`config.mk`:
```
export PLATFORM = sky130hd
export DESIGN_NAME = ctr_timer
export DESIGN_NICKNAME = d
export VERILOG_FILES = /design/src/rtl/ctr_timer.sv
export SDC_FILE = /design/constraint.sdc
export NUM_CORES = 1
export LEC_CHECK = 0
export ABC_CLOCK_PERIOD_IN_PS = 1800
export BUFFER_PORTS_ARGS = -buffer_cell sky130_fd_sc_hd__buf_2
export CAP_MARGIN = 20
export CORE_MARGIN = 4
export CORE_UTILIZATION = 53
export CTS_CLUSTER_SIZE = 30
export DETAILED_ROUTE_END_ITERATION = 10
export PLACE_DENSITY = 0.77
export SLEW_MARGIN = 40
export SYNTH_ARGS = -nofsm -noshare
export SYNTH_HDL_FRONTEND = slang
export SYNTH_SLANG_ARGS = --single-unit
```
`constraint.sdc`:
```
create_clock -name clk -period 1.8 [get_ports clk]
set_input_delay 0.27 -clock clk [delete_from_list [all_inputs] [get_ports clk]]
set_output_delay 0.27 -clock clk [all_outputs]
set_load 0.03 [all_outputs]
```
`src/rtl/ctr_timer.sv`:
```
module ctr_timer #(
  parameter int CW = 16,
  parameter int PW = 4
) (
  input  logic       clk,
  input  logic       rst_n,
  input  logic       wr_en,
  input  logic [1:0] wr_sel,
  input  logic [7:0] wr_data,
  input  logic       start,
  input  logic       stop,
  input  logic       ext_in,
  input  logic       txa_clk,
  input  logic       txb_clk,
  input  logic       xtal_clk,
  output logic       sq_out,
  output logic       ready
);
  localparam logic [CW-1:0] ONE = CW'(1);
  localparam logic [PW-1:0] PMAX = '1;

  logic [3:0] s1, s2, s3, rise;
  logic [CW-1:0] preload, cnt;
  logic [2:0] mode_reg, act_mode;
  logic [PW-1:0] pre;
  logic running, use_div, pre_in, direct, tick, adv, is_timer;
  logic unused_wr;

  assign unused_wr = ^wr_data[7:3];

  always_ff @(posedge clk or negedge rst_n)
    if (!rst_n) begin
      s1 <= '0; s2 <= '0; s3 <= '0;
    end else begin
      s1 <= {xtal_clk, txb_clk, txa_clk, ext_in};
      s2 <= s1;
      s3 <= s2;
    end

  assign rise = s2 & ~s3;

  always_ff @(posedge clk or negedge rst_n)
    if (!rst_n) begin
      preload  <= '0;
      mode_reg <= '0;
    end else if (wr_en) begin
      case (wr_sel)
        2'd0: preload[CW-1:8] <= wr_data[CW-9:0];
        2'd1: preload[7:0]    <= wr_data;
        2'd2: mode_reg        <= wr_data[2:0];
        default: ;
      endcase
    end

  assign is_timer = act_mode[2];
  assign use_div  = (act_mode == 3'd3) || (act_mode == 3'd5) || (act_mode == 3'd7);
  assign pre_in   = (act_mode == 3'd5) ? rise[0] : rise[3];

  always_comb begin
    case (act_mode)
      3'd0, 3'd4: direct = rise[0];
      3'd1:       direct = rise[1];
      3'd2:       direct = rise[2];
      3'd6:       direct = rise[3];
      default:    direct = 1'b0;
    endcase
  end

  assign tick = use_div ? (pre_in && pre == PMAX) : direct;
  assign adv  = running && tick && !(stop && !is_timer);

  always_ff @(posedge clk or negedge rst_n)
    if (!rst_n)                pre <= '0;
    else if (start)            pre <= '0;
    else if (use_div && pre_in) pre <= pre + 1'b1;

  always_ff @(posedge clk or negedge rst_n)
    if (!rst_n) begin
      cnt      <= '0;
      act_mode <= '0;
      running  <= 1'b0;
      ready    <= 1'b0;
      sq_out   <= 1'b0;
    end else if (start) begin
      cnt      <= preload;
      act_mode <= mode_reg;
      running  <= 1'b1;
      ready    <= 1'b0;
      sq_out   <= 1'b0;
    end else begin
      if (adv) begin
        if (is_timer) begin
          if (cnt <= ONE) begin
            cnt    <= preload;
            sq_out <= ~sq_out;
            ready  <= 1'b1;
          end else begin
            cnt <= cnt - ONE;
          end
        end else begin
          cnt <= cnt - ONE;
          if (cnt == ONE) ready <= 1'b1;
        end
      end
      if (stop) begin
        ready <= 1'b0;
        if (!is_timer) running <= 1'b0;
      end
    end

  p_idle_no_ready_r1: assert property (@(posedge clk) disable iff (!rst_n)
    !running |-> !ready);
  p_stop_clears_r8: assert property (@(posedge clk) disable iff (!rst_n)
    (stop && !start) |=> !ready);
  p_counter_sq_hold_r7: assert property (@(posedge clk) disable iff (!rst_n)
    (running && !is_timer && !start) |=> $stable(sq_out));
  p_ready_sticky_r7: assert property (@(posedge clk) disable iff (!rst_n)
    (ready && !stop && !start) |=> ready);
  p_start_load_r11: assert property (@(posedge clk) disable iff (!rst_n)
    start |=> (cnt == $past(preload)) && !sq_out && !ready && running);
  p_mode_latch_r12: assert property (@(posedge clk) disable iff (!rst_n)
    !start |=> $stable(act_mode));
  p_timer_stop_runs_r10: assert property (@(posedge clk) disable iff (!rst_n)
    (running && is_timer && stop) |=> running);
endmodule

```
==> flow_summary.yaml <==
global_routing:
  grt-ovfl-total: 0
  antenna_found_initial: 0
  grt_pass1_wl_mm: 12.2
  grt_usage_pct: 26.1
  grt_max_degree: 32
  grt_pass1_vias: 2463
die:
  dieWidth_um: 79.1
  initial_core_util_pct: 55.7
  ios: 21
  chipHeight_um: 79.1
  dieArea_sq_mm: 0.00626
  rows: 25
  core_sq_mm: 0.00482
cells_and_area:
  fillerInstances: 229
  utilization_pct: 82.9
  area_growth_pct: 48.9
  regArea_sq_mm: 0.00143
  largestRegisters: "cnt: 16 flops, preload: 16 flops"
  fin_cells: 408
  diodes: 0
  layout_common_cells: "64 x buf_4, 55 x dfrtp_1, 21 x mux2_2, 20 x buf_2, 15 x nor2_1"
  nets: 359
  final_common_cell: "buf_4"
  drive_gt1_share_pct: 57.2
  multi_input_area_sq_mm: 0.00150
detailed_routing:
  routed_via_density: 6.65
  drc: 0
  drt_iter0_drc: 471
  avgRoutedWirePerCell_um: 24.0
  vias: 2715
  drtAntennaViolNets: 0
  drt-total-wl_mm: 9.80
  dr.pass1.iters: 5
synthesis:
  synth_enable_flop_cells: 0
  synthMuxAreaShare_pct: 9.19
  yosys.area_share.simple_pct: 17.3
  syn-num-nets: 260
  yosysTopAreaCell: "dfrtp_1"
  synthFlopType: "dfrtp_1"
  async_flop_share_pct: 100
  synth_fa_ha_area_share_pct: 1.40
  synth_cells: 238
  ys_warn_count: 0
  netlist.area_leader.share_pct: 53.2
  synth_top_family_by_area: "simple AND/OR/NAND/NOR gates"
  synth_cell_types: 57
  ys_seq_area_share_pct: 53.2
  ys_seq_elements: 57
  synth_area_leaders: "dfrtp_1 53%, mux2_2 8.8%, o21ai_0 2.8%, a21oi_1 2.4%, nand3_1 2.4%"
  postSynthAreaPerCell_sq_um: 11.3
  netlist_area_sq_mm: 0.00268
  synth_compound_gate_area_share_pct: 15.2
  synthXorXnorAreaFrac_pct: 0.980
power:
  power_uw: 4430
  p_leak_uw: 0.00171
  power_density_mw_per_mm2: 1110
  ir_worst_vdd_mv: 1.24
placed_design:
  hpwl_mm: 4.53
  gp_congestion: 0.895
  dp_cells: 365
  portBuffers: 20
clock_tree:
  insertion_delay_ps: 340
  cts_buffers: 9
  cts_buffer_depth: 2
  cts.sinks: 57
  clockRootBuffer: "clkbuf_8"
  htree_levels: 3
  path_clk_slew_ps: 70
  cts_tree: "done"
setup_path:
  start_kind: "flop"
  crit_type: "flop to flop"
  cp-startpoint: "cnt[3]$_DFFE_PN0P_"
  r2r_slack_ps: -350
  crit_chain: "buf_4, buf_4, nor2_1, and2_2, nand2_4, or4_1, o311a_1, nor2_1"
  required_ps: 2070
  critPathMaxStageDelay_ps: 410
  cp_max_fo: 3
  end_kind: "flop"
  worst_r2r_path_depth: 8
  crit_arrival_ps: 2410
  crit_slowest_cell: "dfrtp_1"
  r2r_end: "cnt[10]$_DFFE_PN0P_"
  r2r_start: "cnt[3]$_DFFE_PN0P_"
worst_hold_path:
  holdPathEnd: "s1[0]$_DFF_PN0_"
  hp-class: "primary input to flop"
  min_from: "ext_in"
  whs_path_depth: 1
timing:
  timing_hold_violations_final: 0
  whs_ps: 30.6
  setup_tns_ps: -4080
  min_period_over_period_pct: 119
  max-slew-margin-rel_pct: 58.7
  setup_ws_ps: -345
  max_freq_ghz: 0.466
  clock_skew_ps: 9.93
  setup_viol: 18
  worst_slew_pin_slew_ps: 620
  slew_viol_final: 0
  fin_crit_ps: 2150
  rsz0062_at_grt: "yes"
run_status:
  status: "finished, violations left"
  violations: "negative setup slack"
job:
  cap_violations: 0
==> metrics by stage <==
stage	cell area [sq um]	setup slack, ps
after floorplan	2690	-86.3
after global placement	3200	-227
after detailed placement	3200	-273
after CTS	3640	-152
after global routing	3990	-427
final	3990	-345
==> Yosys cell counts, types with 5 or more instances <==
cell type  number
o21ai_0        15
nor2_1         17
nand3_1        13
dfrtp_1        57
o311ai_0        5
mux2_2         21
nand2_1        12
inv_1           6
a21oi_1        13
nor3_1          5
==> per-layer routing <==
layer	part of all wire [%]	vias to the layer above	global-route usage [%]
met1	34	1276	32.5
met3	10	98	6.69
met5	0	-	0
met2	47	244	40.7
li1	-	1097	-
met4	7.8	0	16.2
==> what timing repair did <==
action                                  in CTS  in global routing
hold endpoints to repair                    26                  0
hold buffers                                 1                  0
endpoints found under the setup margin      18                 21
gates resized for setup                     28                 52
pin swaps                                   16                 31
gates cloned                                 1                  3
setup buffers                               10                 13
==> report_power, final <==
| part | internal [uW] | total [uW] | switching, uW |
|---|---|---|---|
| Combinational | 621 | 1290 | 668 |
| Sequential | 1470 | 1660 | 189 |
| Clock | 949 | 1480 | 534 |
==> cell families after synthesis <==
family          Yosys count
fa+ha+maj                 3
xor+xnor                  3
simple gates             78
compound gates           60
buf+inv                  15
flops                    57
mux                      22
==> how the worst max path moves through the flow <==
stage | slack, ps | endpoint
3_5_place_dp | -270 | cnt[13]$_DFFE_PN0P_
5_1_grt | -430 | cnt[10]$_DFFE_PN0P_
3_3_place_gp | -230 | cnt[12]$_DFFE_PN0P_
4_1_cts | -150 | cnt[15]$_DFFE_PN0P_
2_1_floorplan | -90 | cnt[15]$_DFFE_PN0P_
6_report | -350 | cnt[10]$_DFFE_PN0P_
==> worst max-delay path: cells and delay by family, from the launching register on <==
family,cells,cell delay [ps]
buffers and inverters,2,310
DFF,1,410
AOI/OAI and AO/OA,1,370
and+or+nand+nor,5,980
==> area by class of cell <==
type                    instances  area share (%)
well taps                      67            2.10
clock buffers                  10            3.45
inverters                       6           0.564
repair buffers                 95            17.8
flip-flops and latches         57            35.8
clock inverters                 5            2.60
multi-input cells             168            37.7
Note: power is estimated with default switching activity, not from simulation.
